## src/rtl/gx_pkg.sv

```systemverilog
package gx_pkg;
   localparam int DATA_W    = 8;
   localparam int ADDR_W    = 7;
   localparam int STRAP_W   = 3;
   localparam int FIXED_W   = ADDR_W - STRAP_W;
   localparam int REG_SEL_W = 2;

   typedef enum logic [2:0] {
      ST_IDLE, ST_ADDR, ST_AACK, ST_WBYTE, ST_WACK, ST_RBYTE, ST_RACK
   } gx_state_e;

   typedef enum logic [REG_SEL_W-1:0] {
      RG_IN  = 2'd0,
      RG_OUT = 2'd1,
      RG_POL = 2'd2,
      RG_DIR = 2'd3
   } gx_reg_e;
endpackage

```

## src/rtl/gx_sync.sv

```systemverilog
module gx_sync #(
   parameter int           W       = 1,
   parameter int           STAGES  = 2,
   parameter logic [W-1:0] RST_VAL = '0
) (
   input  logic         clk,
   input  logic         rst_n,
   input  logic [W-1:0] d,
   output logic [W-1:0] q
);
   logic [W-1:0] pipe [STAGES];

   if (STAGES < 2) begin : g_bad_stages
      $error("gx_sync: STAGES must be at least 2");
   end

   always_ff @(posedge clk or negedge rst_n) begin
      if (!rst_n) begin
         for (int i = 0; i < STAGES; i++) pipe[i] <= RST_VAL;
      end else begin
         pipe[0] <= d;
         for (int i = 1; i < STAGES; i++) pipe[i] <= pipe[i-1];
      end
   end

   assign q = pipe[STAGES-1];
endmodule

```

## src/rtl/gx_i2c_engine.sv

```systemverilog
module gx_i2c_engine
   import gx_pkg::*;
(
   input  logic              clk,
   input  logic              rst_n,
   input  logic              scl_s,
   input  logic              sda_s,
   input  logic [ADDR_W-1:0] dev_addr,
   input  logic [DATA_W-1:0] rd_data,
   output logic              wr_stb,
   output logic              wr_cmd,
   output logic [DATA_W-1:0] wr_data,
   output logic              sda_oe
);
   localparam int CNT_W = $clog2(DATA_W + 1);
   localparam logic [CNT_W-1:0] CNT_FULL = CNT_W'(DATA_W);
   localparam logic [CNT_W-1:0] CNT_LAST = CNT_W'(DATA_W - 1);

   gx_state_e         st;
   logic              scl_q, sda_q;
   logic [CNT_W-1:0]  cnt;
   logic [DATA_W-1:0] sh;
   logic              rw, first, nack;

   wire scl_rise = scl_s & ~scl_q;
   wire scl_fall = ~scl_s & scl_q;
   wire start    = scl_s & scl_q & sda_q & ~sda_s;
   wire stop     = scl_s & scl_q & ~sda_q & sda_s;

   always_ff @(posedge clk or negedge rst_n) begin
      if (!rst_n) begin
         scl_q   <= 1'b1;
         sda_q   <= 1'b1;
         st      <= ST_IDLE;
         cnt     <= '0;
         sh      <= '0;
         rw      <= 1'b0;
         first   <= 1'b0;
         nack    <= 1'b0;
         sda_oe  <= 1'b0;
         wr_stb  <= 1'b0;
         wr_cmd  <= 1'b0;
         wr_data <= '0;
      end else begin
         scl_q  <= scl_s;
         sda_q  <= sda_s;
         wr_stb <= 1'b0;
         if (start) begin
            st     <= ST_ADDR;
            cnt    <= '0;
            sda_oe <= 1'b0;
         end else if (stop) begin
            st     <= ST_IDLE;
            sda_oe <= 1'b0;
         end else begin
            unique case (st)
               ST_ADDR, ST_WBYTE: begin
                  if (scl_rise && cnt != CNT_FULL) begin
                     sh  <= {sh[DATA_W-2:0], sda_s};
                     cnt <= cnt + CNT_W'(1);
                  end else if (scl_fall && cnt == CNT_FULL) begin
                     if (st == ST_ADDR) begin
                        if (sh[DATA_W-1:1] == dev_addr) begin
                           st     <= ST_AACK;
                           sda_oe <= 1'b1;
                           rw     <= sh[0];
                           sh     <= rd_data;   // capture for a read
                        end else begin
                           st <= ST_IDLE;
                        end
                     end else begin
                        st      <= ST_WACK;
                        sda_oe  <= 1'b1;
                        wr_stb  <= 1'b1;
                        wr_cmd  <= first;
                        wr_data <= sh;
                        first   <= 1'b0;
                     end
                  end
               end
               ST_AACK: if (scl_fall) begin
                  cnt <= '0;
                  if (rw) begin
                     st     <= ST_RBYTE;
                     sda_oe <= ~sh[DATA_W-1];
                  end else begin
                     st     <= ST_WBYTE;
                     sda_oe <= 1'b0;
                     first  <= 1'b1;
                  end
               end
               ST_WACK: if (scl_fall) begin
                  st     <= ST_WBYTE;
                  sda_oe <= 1'b0;
                  cnt    <= '0;
               end
               ST_RBYTE: if (scl_fall) begin
                  if (cnt == CNT_LAST) begin
                     st     <= ST_RACK;
                     sda_oe <= 1'b0;
                  end else begin
                     cnt    <= cnt + CNT_W'(1);
                     sh     <= {sh[DATA_W-2:0], 1'b0};
                     sda_oe <= ~sh[DATA_W-2];
                  end
               end
               ST_RACK: begin
                  if (scl_rise) nack <= sda_s;
                  if (scl_fall) begin
                     if (nack) begin
                        st <= ST_IDLE;
                     end else begin
                        st     <= ST_RBYTE;
                        cnt    <= '0;
                        sh     <= rd_data;
                        sda_oe <= ~rd_data[DATA_W-1];
                     end
                  end
               end
               default: ;
            endcase
         end
      end
   end

   // SDA is only ever pulled or released while SCL was sampled low
   p_sda_scl_low_r9: assert property (@(posedge clk) disable iff (!rst_n)
      ($rose(sda_oe) || $fell(sda_oe)) |-> !scl_q);

   // nothing is driven while idle (mismatch or after NACK)
   p_idle_quiet_r1: assert property (@(posedge clk) disable iff (!rst_n)
      (st == ST_IDLE) |-> !sda_oe);

   // a STOP leaves the engine idle with SDA released
   p_stop_release_r10: assert property (@(posedge clk) disable iff (!rst_n)
      stop |=> (st == ST_IDLE && !sda_oe));
endmodule

```

## src/rtl/gx_regfile.sv

```systemverilog
module gx_regfile
   import gx_pkg::*;
(
   input  logic              clk,
   input  logic              rst_n,
   input  logic              wr_stb,
   input  logic              wr_cmd,
   input  logic [DATA_W-1:0] wr_data,
   input  logic [DATA_W-1:0] pin_s,
   output logic [DATA_W-1:0] rd_data,
   output logic [DATA_W-1:0] pin_o,
   output logic [DATA_W-1:0] pin_oe
);
   gx_reg_e           ptr;
   logic [DATA_W-1:0] out_r, pol_r, dir_r;

   always_ff @(posedge clk or negedge rst_n) begin
      if (!rst_n) begin
         ptr   <= RG_IN;
         out_r <= '1;
         pol_r <= '0;
         dir_r <= '1;
      end else if (wr_stb) begin
         if (wr_cmd) begin
            ptr <= gx_reg_e'(wr_data[REG_SEL_W-1:0]);
         end else begin
            unique case (ptr)
               RG_OUT:  out_r <= wr_data;
               RG_POL:  pol_r <= wr_data;
               RG_DIR:  dir_r <= wr_data;
               default: ;   // input register is read-only
            endcase
         end
      end
   end

   always_comb begin
      unique case (ptr)
         RG_IN:   rd_data = pin_s ^ pol_r;
         RG_OUT:  rd_data = out_r;
         RG_POL:  rd_data = pol_r;
         default: rd_data = dir_r;
      endcase
   end

   assign pin_o  = out_r;
   assign pin_oe = ~dir_r;

   // a data write to the output latch reaches the pins next cycle
   p_out_to_pin_r3: assert property (@(posedge clk) disable iff (!rst_n)
      (wr_stb && !wr_cmd && ptr == RG_OUT) |=> (pin_o == $past(wr_data)));

   // a data write to the direction register sets the enables next cycle
   p_dir_to_oe_r6: assert property (@(posedge clk) disable iff (!rst_n)
      (wr_stb && !wr_cmd && ptr == RG_DIR) |=> (pin_oe == ~$past(wr_data)));

   // writes aimed at the input register change nothing
   p_in_readonly_r2: assert property (@(posedge clk) disable iff (!rst_n)
      (wr_stb && !wr_cmd && ptr == RG_IN) |=>
         ($stable(pin_o) && $stable(pin_oe) && $stable(pol_r)));
endmodule

```

## src/rtl/gx_port_expander.sv

```systemverilog
module gx_port_expander
   import gx_pkg::*;
#(
   parameter int VARIANT     = 0,
   parameter int SYNC_STAGES = 2
) (
   input  logic               clk,
   input  logic               rst_n,
   input  logic               scl_i,
   input  logic               sda_i,
   output logic               sda_oe,
   input  logic [STRAP_W-1:0] strap_a,
   input  logic [DATA_W-1:0]  pin_i,
   output logic [DATA_W-1:0]  pin_o,
   output logic [DATA_W-1:0]  pin_oe
);
   logic [FIXED_W-1:0] fixed_hi;
   logic [1:0]         bus_s;
   logic [DATA_W-1:0]  pin_s, rd_data, wr_data;
   logic               wr_stb, wr_cmd;

   if (VARIANT == 0) begin : g_var_a
      assign fixed_hi = 4'b0100;
   end else if (VARIANT == 1) begin : g_var_b
      assign fixed_hi = 4'b0111;
   end else begin : g_var_bad
      assign fixed_hi = '0;
      $error("gx_port_expander: VARIANT must be 0 or 1");
   end

   gx_sync #(.W(2), .STAGES(SYNC_STAGES), .RST_VAL(2'b11)) u_bus_sync (
      .clk(clk), .rst_n(rst_n), .d({scl_i, sda_i}), .q(bus_s));

   gx_sync #(.W(DATA_W), .STAGES(SYNC_STAGES), .RST_VAL('0)) u_pin_sync (
      .clk(clk), .rst_n(rst_n), .d(pin_i), .q(pin_s));

   gx_i2c_engine u_engine (
      .clk(clk), .rst_n(rst_n),
      .scl_s(bus_s[1]), .sda_s(bus_s[0]),
      .dev_addr({fixed_hi, strap_a}),
      .rd_data(rd_data),
      .wr_stb(wr_stb), .wr_cmd(wr_cmd), .wr_data(wr_data),
      .sda_oe(sda_oe));

   gx_regfile u_regs (
      .clk(clk), .rst_n(rst_n),
      .wr_stb(wr_stb), .wr_cmd(wr_cmd), .wr_data(wr_data),
      .pin_s(pin_s), .rd_data(rd_data),
      .pin_o(pin_o), .pin_oe(pin_oe));
endmodule

```

## config.mk

```make
export PLATFORM = sky130hd
export DESIGN_NAME = gx_port_expander
export DESIGN_NICKNAME = d
export VERILOG_FILES = /design/src/rtl/gx_pkg.sv /design/src/rtl/gx_sync.sv /design/src/rtl/gx_i2c_engine.sv /design/src/rtl/gx_regfile.sv /design/src/rtl/gx_port_expander.sv
export SDC_FILE = /design/constraint.sdc
export NUM_CORES = 1
export LEC_CHECK = 0
export ABC_AREA = 1
export BUFFER_PORTS_ARGS = -buffer_cell sky130_fd_sc_hd__buf_2
export CORE_UTILIZATION = 35
export DETAILED_ROUTE_END_ITERATION = 16
export GPL_TIMING_DRIVEN = 0
export SYNTH_ARGS = -nofsm -noshare
export SYNTH_HDL_FRONTEND = slang
export SYNTH_SLANG_ARGS = --single-unit
```

## constraint.sdc

```tcl
create_clock -name clk -period 3.3 [get_ports clk]
set_input_delay 0.66 -clock clk [delete_from_list [all_inputs] [get_ports clk]]
set_output_delay 0.66 -clock clk [all_outputs]
set_load 0.05 [all_outputs]
```

==> flow_metrics.tcl <==
set metrics [dict create \
    total_leakage_power_nw 1.96 \
    worstPathArrival_ns 2.14 \
    final_util_pct 41.2 \
    io_pins 32 \
    setup_violations 0 \
    drt_iter0_markers 280 \
    die_w_um 105 \
    synthFlopType "dfrtp_1" \
    die_area_um2 10900 \
    n_antenna_cell 0 \
    area_growth_pct 15.0 \
    status "completed" \
    path_cells "inv_1 > ha_1 > nand2_1 > nor2_1 > nand2_1 > nand2_2 > inv_2 > nand2_1 > nand3_1 > nor2_4 > nand2_1 > nand2_1" \
    synth-edff-count 0 \
    cts_hold_buffers 0 \
    synth_area_per_cell_um2 8.07 \
    slowest_stage "dfrtp_1" \
    antenna_found_initial 0 \
    min_path_type "input pin to async pin" \
    pre_cts_slack_ns 1.47 \
    cts_setup_buffers 0 \
    cts_tree "done" \
    crit_family "simple AND/OR/NAND/NOR gates" \
    grt_use_total_pct 16.0 \
    p_total_mw 2.71 \
    crit_top_cell "nand2_1" \
    ant_nets 0 \
    synth_cell_types 29 \
    die_h_um 105 \
    wl_um 7990 \
    max_freq_mhz 542 \
    fin_crit_ns 1.85 \
    dr_total_vias 2992 \
    end_kind "flop" \
    cp_data_required_time_ns 3.60 \
    layout_commonest_cell "nand2_1" \
    wl_per_cell_um 12.5 \
    initial_core_util_pct 35.8 \
    finalHoldViolations 0 \
    rsz0062_at_grt "no" \
    dp.cells 624 \
    vdd_drop_max_mv 0.228 \
    io_buffers 31 \
    setup_ws_ns 1.45 \
    core_area_um2 10300 \
    p_per_area_nw_per_um2 641 \
    clock_sinks 77 \
    path_class "flop to flop" \
    cts_buffers 9 \
    synth_seq_area_share_pct 53.1 \
    design_area_um2 4230 \
    overflow 0 \
    path_clk_slew_ns 0.09 \
    grt_pass1_vias 2788 \
    yosysWarnings 0 \
    syn-cell-area_um2 3680 \
    remaining_drc_errors 0 \
    dr.pass1.iters 7 \
    final_nets 516 \
    drive_above_1_share_pct 22.2 \
    syn_nets 473 \
    maxSlewHeadroom_pct 57.5 \
    htree_levels 3 \
    tns_ns 0 \
    path_max_fanout 8 \
    grt_pass1_wl_um 13600 \
    ys_ff_latch 77 \
    placed_area_um2 4040 \
    hold_ws_ns 0.220 \
    fin_cells 640 \
    post-route-period-util_pct 55.9 \
    dp_hpwl_um 5960 \
    crit_path_start_kind "flop" \
    drv_cap 0 \
    drv_slew 0 \
    async_flop_share_pct 100 \
    vias_per_cell 4.68 \
    fin_worst_skew_ns 0.0124 \
    place_congestion 0.869 \
    critPathBufInv 2 \
    final_cell_mix "nand2_1 (151), dfrtp_1 (55), inv_1 (46), o21ai_0 (42), nor2_1 (36)" \
    fill_cells 1066 \
    cts.path.max_buffers 2 \
    root_buffer "clkbuf_8" \
    synthCells 456 \
    cts.repair.resized 0 \
    rows 37 \
    grt_max_degree 48 \
    tightest_slew_ns 0.635 \
    crit_path_max_incr_delay_ns 0.42 \
    clk_latency_ns 0.36 \
]
## registers in the layout, indices dropped and copies added, names as in the netlist, 2 cells and up
signal / flops
u_bus_sync.pipe: 2
u_engine.wr_data: 8
u_regs.dir_r: 8
u_bus_sync.q: 2
u_engine.sh: 8
u_pin_sync.pipe: 8
u_pin_sync.q: 8
u_regs.ptr: 2
u_engine.cnt: 4
u_engine.st: 3
u_regs.pol_r: 8
u_regs.pin_o: 8
## where the power goes
| part | switching (mW) | internal (mW) |
|---|---|---|
| logic | 0.537 | 0.272 |
| registers | 0.115 | 1.06 |
| clock network | 0.373 | 0.356 |
| total | 1.02 | 1.69 |
## cell usage after synthesis, types with 3 or more instances
master	count	area [µm²]
dfrtp_1	55	1380
inv_1	46	173
dfstp_2	22	578
nand3_2	4	40.0
a21oi_1	3	15.0
o21ai_1	12	60.1
nand3_1	29	145
o21ai_0	42	210
nand4_1	5	31.3
nand2_2	5	31.3
nor2_2	6	37.5
inv_2	11	41.3
or2_2	8	50.1
nor2_1	36	135
nand2_1	151	567
## worst register-to-register path, delay by kind of cell, from the launching register on
family / cells / cell delay (ns)
and+or+nand+nor: 9 / 1.08
buffers and inverters: 2 / 0.14
adders and majority gates: 1 / 0.16
DFF: 1 / 0.42
## logic make-up (layout without fill, tap and decap cells)
group	after synthesis	in the layout	synth area share (%)
DFF	77	77	53.1
xor gates and xnor gates	1	1	0.238
buffers and inverters	61	109	6.29
adders and majority gates	2	2	0.680
AOI/OAI and AO/OA	62	62	8.77
muxes	1	1	0.306
and+or+nand+nor	252	252	30.6
## per-layer routing
layer | up-vias | global-route usage, % | part of all wire (%)
met1 | 1384 | 21.6 | 49
met4 | 0 | 6.43 | 1.4
li1 | 1527 | - | -
met3 | 16 | 3.56 | 4.0
met5 | - | 0 | 0
met2 | 65 | 24.8 | 46
## cell type report
| cell class | count | area [µm²] | area share, % |
|---|---|---|---|
| Buffer | 4 | 17.5 | 0.414 |
| Timing Repair Buffer | 32 | 185 | 4.37 |
| Tap cell | 136 | 170 | 4.02 |
| Inverter | 57 | 214 | 5.05 |
| Clock inverter | 6 | 68.8 | 1.63 |
| Sequential cell | 77 | 1950 | 46.2 |
| Clock buffer | 10 | 128 | 3.02 |
| Multi-Input combinational cell | 318 | 1500 | 35.3 |
## final timing paths
path / start / end / slack (ns) / depth (start not counted)
setup / recovery: u_engine.cnt[0] / u_engine.sh[2] / 1.45 / 12
hold / removal: rst_n / u_engine.sda_oe / 0.22 / 1
setup reg to reg: u_engine.cnt[0] / u_engine.sh[2] / 1.45 / 12
hold reg to reg: u_pin_sync.pipe[14] / u_pin_sync.q[6] / 0.35 / 0
max in group asynchronous: rst_n / u_regs.dir_r[5] / 2.45 / 2
min in group clk: u_pin_sync.pipe[14] / u_pin_sync.q[6] / 0.35 / 0
Power figures use the tool's default switching activity.
